**config.mk**
```make
export PLATFORM = sky130hd
export DESIGN_NAME = irq_req_block
export DESIGN_NICKNAME = d
export VERILOG_FILES = /design/src/rtl/irq_pkg.sv /design/src/rtl/irq_bus_write.sv /design/src/rtl/irq_pin_sync.sv /design/src/rtl/irq_req_block.sv
export SDC_FILE = /design/constraint.sdc
export NUM_CORES = 1
export LEC_CHECK = 0
export BUFFER_PORTS_ARGS = -buffer_cell sky130_fd_sc_hd__buf_2
export CAP_MARGIN = 15
export CORE_MARGIN = 2
export CORE_UTILIZATION = 45
export CTS_BUF_LIST = sky130_fd_sc_hd__clkbuf_8
export DETAILED_ROUTE_END_ITERATION = 10
export GPL_TIMING_DRIVEN = 1
export PLACE_DENSITY = 0.85
export SLEW_MARGIN = 20
export SYNTH_ARGS = -nofsm -noshare
export SYNTH_HDL_FRONTEND = slang
export SYNTH_SLANG_ARGS = --single-unit
```
**constraint.sdc**
```tcl
create_clock -name clk -period 1.9 [get_ports clk]
set_input_delay 0.38 -clock clk [delete_from_list [all_inputs] [get_ports clk]]
set_output_delay 0.38 -clock clk [all_outputs]
set_load 0.01 [all_outputs]
```
**src/rtl/irq_pkg.sv**
```systemverilog
`timescale 1ns/1ps
package irq_pkg;
  localparam int HW_BITS  = 6;
  localparam int REQ_BITS = HW_BITS + 1;
  localparam int NMI_IDX  = HW_BITS;
  localparam int SEL_LO   = 4;
  localparam int SEL_HI   = 6;
  localparam int VAL_LO   = 0;
  localparam int VAL_HI   = VAL_LO + REQ_BITS - 1;
  localparam int EN_LO    = 16;
  localparam int EN_HI    = EN_LO + REQ_BITS - 1;

  typedef logic [REQ_BITS-1:0] req_vec_t;

  function automatic req_vec_t apply_masked(req_vec_t cur, req_vec_t en, req_vec_t val);
    return (cur & ~en) | (val & en);
  endfunction
endpackage

```
**src/rtl/irq_bus_write.sv**
```systemverilog
`timescale 1ns/1ps
module irq_bus_write
  import irq_pkg::*;
#(
  parameter int BUS_W = 32
) (
  input  logic             clk,
  input  logic             rst,
  input  logic [BUS_W-1:0] bus_ad,
  input  logic             addr_valid,
  input  logic             wr_cmd,
  input  logic             data_valid,
  output req_vec_t         reg_q
);
  logic     armed_q;
  logic     sel_hit;
  req_vec_t en_f;
  req_vec_t val_f;
  logic     unused_bus;

  assign sel_hit    = (bus_ad[SEL_HI:SEL_LO] == '0);
  assign en_f       = bus_ad[EN_HI:EN_LO];
  assign val_f      = bus_ad[VAL_HI:VAL_LO];
  assign unused_bus = ^{bus_ad[BUS_W-1:EN_HI+1], bus_ad[EN_LO-1:SEL_HI+1]};

  always_ff @(posedge clk) begin
    if (rst) begin
      armed_q <= 1'b0;
      reg_q   <= '0;
    end else begin
      if (data_valid && armed_q)
        reg_q <= apply_masked(reg_q, en_f, val_f);
      if (addr_valid)
        armed_q <= wr_cmd && sel_hit;
      else if (data_valid)
        armed_q <= 1'b0;
    end
  end

  // disabled bits never move during an applied data cycle
  p_masked_r4: assert property (@(posedge clk) disable iff (rst)
    (data_valid && armed_q) |=> (((reg_q ^ $past(reg_q)) & ~$past(en_f)) == '0));

  // no data cycle on an armed write leaves the register alone
  p_idle_r5: assert property (@(posedge clk) disable iff (rst)
    !(data_valid && armed_q) |=> $stable(reg_q));

  // a non-matching or read address cycle never arms
  p_no_arm_r3: assert property (@(posedge clk) disable iff (rst)
    (addr_valid && (!wr_cmd || bus_ad[SEL_HI:SEL_LO] != '0)) |=> !armed_q);
endmodule

```
**src/rtl/irq_pin_sync.sv**
```systemverilog
`timescale 1ns/1ps
module irq_pin_sync
  import irq_pkg::*;
#(
  parameter int PIN_COUNT = 6
) (
  input  logic               clk,
  input  logic               rst,
  input  logic [HW_BITS-1:0] irq_pin_n,
  input  logic               nmi_pin_n,
  output req_vec_t           samp_q
);
  for (genvar i = 0; i < HW_BITS; i++) begin : g_pin
    if (i < PIN_COUNT) begin : g_used
      always_ff @(posedge clk) begin
        if (rst) samp_q[i] <= 1'b0;
        else     samp_q[i] <= ~irq_pin_n[i];
      end
    end else begin : g_idle
      logic unused_pin;
      assign unused_pin = irq_pin_n[i];
      assign samp_q[i]  = 1'b0;
    end
  end

  always_ff @(posedge clk) begin
    if (rst) samp_q[NMI_IDX] <= 1'b0;
    else     samp_q[NMI_IDX] <= ~nmi_pin_n;
  end

  // pin 0 is always wired and is sampled inverted
  p_sample_r6: assert property (@(posedge clk) disable iff (rst)
    !rst |=> (samp_q[0] == ~$past(irq_pin_n[0])));

  // nonmaskable pin sampled inverted
  p_nmi_sample_r8: assert property (@(posedge clk) disable iff (rst)
    !rst |=> (samp_q[NMI_IDX] == ~$past(nmi_pin_n)));
endmodule

```
**src/rtl/irq_req_block.sv**
```systemverilog
`timescale 1ns/1ps
module irq_req_block
  import irq_pkg::*;
#(
  parameter int BUS_W     = 32,
  parameter int PIN_COUNT = 6
) (
  input  logic               clk,
  input  logic               rst,
  input  logic [BUS_W-1:0]   bus_ad,
  input  logic               addr_valid,
  input  logic               wr_cmd,
  input  logic               data_valid,
  input  logic [HW_BITS-1:0] irq_pin_n,
  input  logic               nmi_pin_n,
  output logic [HW_BITS-1:0] irq_req,
  output logic               nmi_req
);
  req_vec_t reg_q;
  req_vec_t samp_q;
  req_vec_t out_q;

  irq_bus_write #(.BUS_W(BUS_W)) u_bus (
    .clk(clk), .rst(rst), .bus_ad(bus_ad), .addr_valid(addr_valid),
    .wr_cmd(wr_cmd), .data_valid(data_valid), .reg_q(reg_q)
  );

  irq_pin_sync #(.PIN_COUNT(PIN_COUNT)) u_pins (
    .clk(clk), .rst(rst), .irq_pin_n(irq_pin_n), .nmi_pin_n(nmi_pin_n),
    .samp_q(samp_q)
  );

  always_ff @(posedge clk) begin
    if (rst) out_q <= '0;
    else     out_q <= reg_q | samp_q;
  end

  assign irq_req = out_q[HW_BITS-1:0];
  assign nmi_req = out_q[NMI_IDX];

  // reset empties all outputs on the next edge
  p_reset_clear_r1: assert property (@(posedge clk)
    rst |=> (irq_req == '0 && !nmi_req));

  // outputs are the OR of the two sources one edge earlier
  p_merge_r6: assert property (@(posedge clk) disable iff (rst)
    !rst |=> (irq_req == $past(reg_q[HW_BITS-1:0] | samp_q[HW_BITS-1:0])));

  // nonmaskable output merges bit 6 of both sources
  p_nmi_merge_r8: assert property (@(posedge clk) disable iff (rst)
    !rst |=> (nmi_req == $past(reg_q[NMI_IDX] | samp_q[NMI_IDX])));
endmodule

```
==> impl_metrics.csv, run 1 <==
group,metric,value,unit
status,status,"completed",
final_layout,drive_gt1_share,33.33,%
clock_network,numClockSinks,22,
final_layout,nFillCells,150,
power_and_ir_drop,p_per_area,963.5,nW/um2
final_layout,area_delta_synth_final,28.50,%
timing,min_period,1074,ps
critical_path,start_kind,"flop",
place,globalplace.congestion,0.6895,
route,vias_per_cell,4.742,
synthesis,synth_ff_type,"dfxtp_1",
floorplanning,rows,15,
critical_path,slowest_stage,"dfxtp_1",
synthesis,seq_area_frac_synth,56.05,%
critical_path,crit_cells,1,
clock_network,post_cts_buffers,0,
synthesis,synth_top_family_by_area,"simple AND/OR/NAND/NOR gates",
hold_path,min_path_cells,2,
clock_network,cts_made_buffers,3,
critical_path,end_kind,"output port",
final_layout,seq_area,440.4,um2
global_routing,grt_max_degree,31,
final_layout,antennaDiodeCount,0,
critical_path,worstPathMaxFanout,1,
critical_path,crit_type,"reg -> out",
critical_path,cp_cell_sequence,"buf_2",
timing,worst_slew_pin_slew,460.0,ps
critical_path,worst_path_dominant_cell_family,"flip-flops",
synthesis,syn_area,785.8,um2
critical_path,timing.rr.start,"u_bus.armed_q",
critical_path,rrSetupSlack,1000,ps
final_layout,num-nets-final,156,
route,drcViolationCount,0,
clock_network,cts_tree,"yes",
run,drv_cap,0,
global_routing,first_global_vias,513,
floorplanning,core,1689,um2
timing,setup_violations,0,
timing,skew,2.058,ps
synthesis,synth_compound_area_share,1.115,%
synthesis,synthSimpleGateAreaFrac,29.78,%
final_layout,instances_no_fill,128,
synthesis,ys_async_sr_fraction,0,%
synthesis,synthCells,79,
synthesis,yosysTopAreaCell,"dfxtp_1",
clock_network,clk_latency,260,ps
critical_path,crit_arrival,690,ps
synthesis,synth_common_cells,"dfxtp_1 (22), nor2_1 (21), nand2b_1 (14)",
timing,fin_setup_tns,0,ps
synthesis,ys_warn_count,0,
timing,worst_hold_slack,260.7,ps
place,placed_cells,124,
timing,setup_ws,826.4,ps
global_routing,groute.usage.overall,15.81,%
route,wl,1487,um
route,route.vias.total,607,
synthesis,muxShareOfSynthArea,8.917,%
clock_network,clockRootBuffer,"clkbuf_8",
critical_path,crit_start,"out_q[3]",
critical_path,crit_required,1520,ps
timing,hold_violations,0,
floorplanning,ios,51,
route,drt-initial-drc-count,5,
clock_network,cts_hold_buf,0,
power_and_ir_drop,p_leak,0.4976,nW
synthesis,synth_xor_area_share,0,%
timing,min_period_over_period,56.51,%
floorplanning,die_x,45.79,um
place,post-place-ws,732.9,ps
floorplanning,die_area,2096,um2
floorplanning,start_util,46.52,%
critical_path,crit_end,"irq_req[3]",
clock_network,clk_pin_slew,80,ps
power_and_ir_drop,max-vdd-ir-drop,0.4220,mV
synthesis,synth_area_leaders,"dfxtp_1 (56%), nand2b_1 (11%), nor2_1 (10%)",
synthesis,synth.distinct_cells,12,
floorplanning,die_h,45.79,um
synthesis,synth-edff-count,0,
clock_network,ctsResizeCount,0,
synthesis,synth_fp_nets,123,
critical_path,ff2ff_path_depth,2,
critical_path,cpPeakStageDelay,310,ps
route,routedWlPerCell,11.62,um
timing,fmax,0.9314,GHz
synthesis,ys_ff_latch,22,
route,firstDrtPassIters,4,
timing,rsz0062_at_grt,"false",
final_layout,multi_input_area,312.8,um2
global_routing,grt_pass1_wl,2145,um
global_routing,gr-total-overflow,0,
clock_network,cts_buffer_depth,2,
hold_path,hp-class,"in -> reg",
synthesis,syn-mean-instance-area,9.946,um2
critical_path,path_buf_inv,1,
synthesis,yosys.area.top_type_share,56.05,%
timing,slew_viol_final,0,
synthesis,synthAdderAreaFrac,0,%
clock_network,h-tree-depth,1,
synthesis,synth.most_common_cell,"dfxtp_1",
timing,relSlewSlack,69.33,%
place,io_buffers,32,
route,ant_nets,0,
global_routing,antenna_found_initial,0,
-- cells by family (layout without fill, tap and decap cells) --
family,after synthesis,in the layout
AO/OA/AOI/OAI,1,1
multiplexers,7,7
AND/OR/NAND/NOR,44,44
buffers and inverters,5,37
flip-flops,22,22
-- worst min path at each step --
stage	from	endpoint	slack [ps]
6_report	irq_pin_n[0]	u_pins.samp_q[0]	260
3_5_place_dp	u_pins.samp_q[2]	out_q[2]	420
3_3_place_gp	u_pins.samp_q[1]	out_q[1]	410
2_1_floorplan	u_pins.samp_q[0]	out_q[0]	410
5_1_grt	irq_pin_n[0]	u_pins.samp_q[0]	250
4_1_cts	irq_pin_n[0]	u_pins.samp_q[0]	260
-- layer usage --
layer,GRT usage [%],up-vias,part of all wire [%],wire [um]
met3,4.762,4,4.8,71
met2,27.61,20,52,769
met4,13.71,0,3.7,55
met5,0,-,0,0
li1,-,316,-,-
met1,14.63,267,40,590
-- metrics by stage --
| step | utilization [%] | total power (W) | cell area (um2) |
|---|---|---|---|
| finish | 59.78 | 0.0009729 | 1010 |
| global route | 59.78 | 0.001008 | 1010 |
| CTS | 59.78 | 0.0009810 | 1010 |
| detailed placement | 55.56 | 0.0005564 | 938.4 |
| global placement | 55.56 | 0.0005541 | 938.4 |
| floorplan | - | 0.0005234 | 785.8 |
-- layout by cell type, fill, tap and decap left out --
cell and count:
nor2_1 21, nand3_1 7, nor4b_4 1, nand2b_1 14, nor4b_1 1, mux2i_1 7, bufinv_16 1, a31o_1 1
dfxtp_1 22, inv_1 1, buf_2 32, clkbuf_8 3
-- where the power goes --
group	internal, W	switching (W)	leakage, nW
combinational	0.0000341	0.0000325	0.282
clock	0.000281	0.000146	0.0357
sequential	0.000475	0.00000396	0.180
-- final cells by class --
class	count	area share, %
sequential	22	43.62
multi-input combinational	52	30.98
timing repair buffer	32	15.86
clock buffer	3	4.089
clock inverter	1	2.974
tap	17	2.107
inverter	1	0.3717
(Power assumes the default switching activity.)
==> run 2: changes to the inputs <==
--- a/config.mk
+++ b/config.mk
@@ -8,11 +8,11 @@
 export BUFFER_PORTS_ARGS = -buffer_cell sky130_fd_sc_hd__buf_2
 export CAP_MARGIN = 15
 export CORE_MARGIN = 2
-export CORE_UTILIZATION = 45
+export CORE_UTILIZATION = 42
 export CTS_BUF_LIST = sky130_fd_sc_hd__clkbuf_8
 export DETAILED_ROUTE_END_ITERATION = 10
 export GPL_TIMING_DRIVEN = 1
-export PLACE_DENSITY = 0.85
+export PLACE_DENSITY = 0.8
 export SLEW_MARGIN = 20
 export SYNTH_ARGS = -nofsm -noshare
 export SYNTH_HDL_FRONTEND = slang
==> constraint.sdc (replaced) <==
create_clock -name clk -period 1.06 [get_ports clk]
set_input_delay 0.212 -clock clk [delete_from_list [all_inputs] [get_ports clk]]
set_output_delay 0.212 -clock clk [all_outputs]
set_load 0.01 [all_outputs]
==> run 2 against run 1 <==
Register-to-register slack got worse by 850 ps. Die area increased by 6.5%. Clock-buffer cell count unchanged. Global-route usage decreased by 1.6 points. Largest cell class unchanged. Largest power group unchanged. Highest routed layer unchanged.
==> impl_metrics.csv, run 2 (synthesis gave the netlist of run 1 again) <==
group,metric,value,unit
status,status,"completed",
final_layout,drive_gt1_share,34.51,%
final_layout,final_common_cell,"buf_2",
global_routing,grt_pass1_wl,2187,um
route,vias_per_cell,4.406,
power_and_ir_drop,p_per_area,1677,nW/um2
place,place_hpwl,1068,um
clock_network,clk_pin_slew,80,ps
global_routing,grt_max_degree,14,
final_layout,area_delta_synth_final,31.69,%
timing,slew_viol_final,0,
route,firstDrtPassIters,3,
critical_path,end_kind,"flop",
hold_path,hold_path_startpoint,"irq_pin_n[2]",
floorplanning,start_util,45.02,%
power_and_ir_drop,p_leak,0.5072,nW
timing,hold_violations,0,
critical_path,crit_required,1260,ps
critical_path,start_kind,"flop",
floorplanning,ios,51,
timing,skew,5.099,ps
power_and_ir_drop,max-vdd-ir-drop,1.077,mV
floorplanning,die_area,2233,um2
route,ant_nets,0,
floorplanning,die_x,47.26,um
timing,fmax,1.100,GHz
clock_network,numClockSinks,22,
final_layout,antennaDiodeCount,0,
hold_path,hp-class,"in -> reg",
critical_path,crit_arrival,1110,ps
timing,min_period,908.9,ps
clock_network,clk_latency,250,ps
critical_path,worstPathMaxFanout,8,
global_routing,antenna_found_initial,0,
place,io_buffers,32,
timing,worst_hold_slack,99.48,ps
floorplanning,die_h,47.26,um
route,wl,1402,um
route,drt-initial-drc-count,2,
clock_network,h-tree-depth,1,
place,globalplace.congestion,0.6514,
timing,worst_slew_pin_slew,279.7,ps
clock_network,clockRootBuffer,"clkbuf_8",
timing,min_period_over_period,85.75,%
final_layout,fin_area,1035,um2
timing,rsz0062_at_grt,"false",
route,drcViolationCount,0,
run,drv_cap,0,
timing,relSlewSlack,81.33,%
route,route.vias.total,608,
timing,fin_setup_tns,0,ps
global_routing,gr-total-overflow,0,
final_layout,nFillCells,156,
floorplanning,core,1745,um2
clock_network,cts_made_buffers,3,
clock_network,cts_tree,"yes",
clock_network,cts_buffer_depth,2,
critical_path,timing.rr.start,"u_bus.armed_q",
floorplanning,rows,15,
clock_network,ctsResizeCount,0,
timing,setup_violations,0,
route,routedWlPerCell,10.16,um
global_routing,groute.usage.overall,14.25,%
critical_path,crit_start,"u_bus.armed_q",
critical_path,crit_type,"reg -> reg",
place,dpl_cell_area,963.4,um2
clock_network,post_cts_buffers,0,
global_routing,first_global_vias,526,
clock_network,cts_hold_buf,0,
final_layout,num-nets-final,158,
final_layout,layout_common_cells,"buf_2 (32), dfxtp_1 (22), nor2_1 (21)",
==> run 2: per-stage QoR <==
step / total power [W] / setup WS (ps) / util, % / instances
6_report: 0.001735 / 151.1 / 59.28 / 138
5_1_grt: 0.001819 / 93.37 / 59.28 / 138
4_1_cts: 0.001754 / 138.0 / 59.28 / 138
3_5_place_dp: 0.001003 / 133.5 / 55.20 / 134
3_3_place_gp: 0.0009985 / 180.4 / 55.20 / 134
2_1_floorplan: 0.0009382 / 293.2 / - / 79
==> run 2: layer usage <==
layer	track usage (%)	part of all wire [%]	routed length (um)	vias up
li1	-	-	-	322
met1	17.33	45	627	266
met2	23.51	49	690	18
met3	3.462	5.1	72	2
met4	6.667	0.78	11	0
met5	0	0	0	-
==> run 2: worst paths after layout <==
| path | endpoint | slack [ps] | cells past startpoint |
|---|---|---|---|
| hold / removal | u_pins.samp_q[2] | 100 | 2 |
| hold reg to reg | out_q[5] | 440 | 2 |
| setup / recovery | u_bus.armed_q | 150 | 2 |
| setup reg to reg | u_bus.armed_q | 150 | 2 |
==> run 2: final cells by class <==
type,count,area (um2),share of cell area (%)
tap,25,31.28,3.023
sequential,22,440.4,42.56
clock inverter,1,30.03,2.902
multi-input combinational,52,312.8,30.23
inverter,1,3.754,0.3628
timing repair buffer,34,175.2,16.93
clock buffer,3,41.29,3.990
==> run 2: report_power, final <==
part           switching (W)  internal, W  total [W]
combinational      0.0000580    0.0000658   0.000124
sequential        0.00000664     0.000852   0.000858
clock               0.000250     0.000503   0.000753
total               0.000314      0.00142    0.00174
==> run 2: critical path: stages, from the launching register on <==
cell and delay (ps):
dfxtp_1 490, nor4b_4 250, a31o_1 130
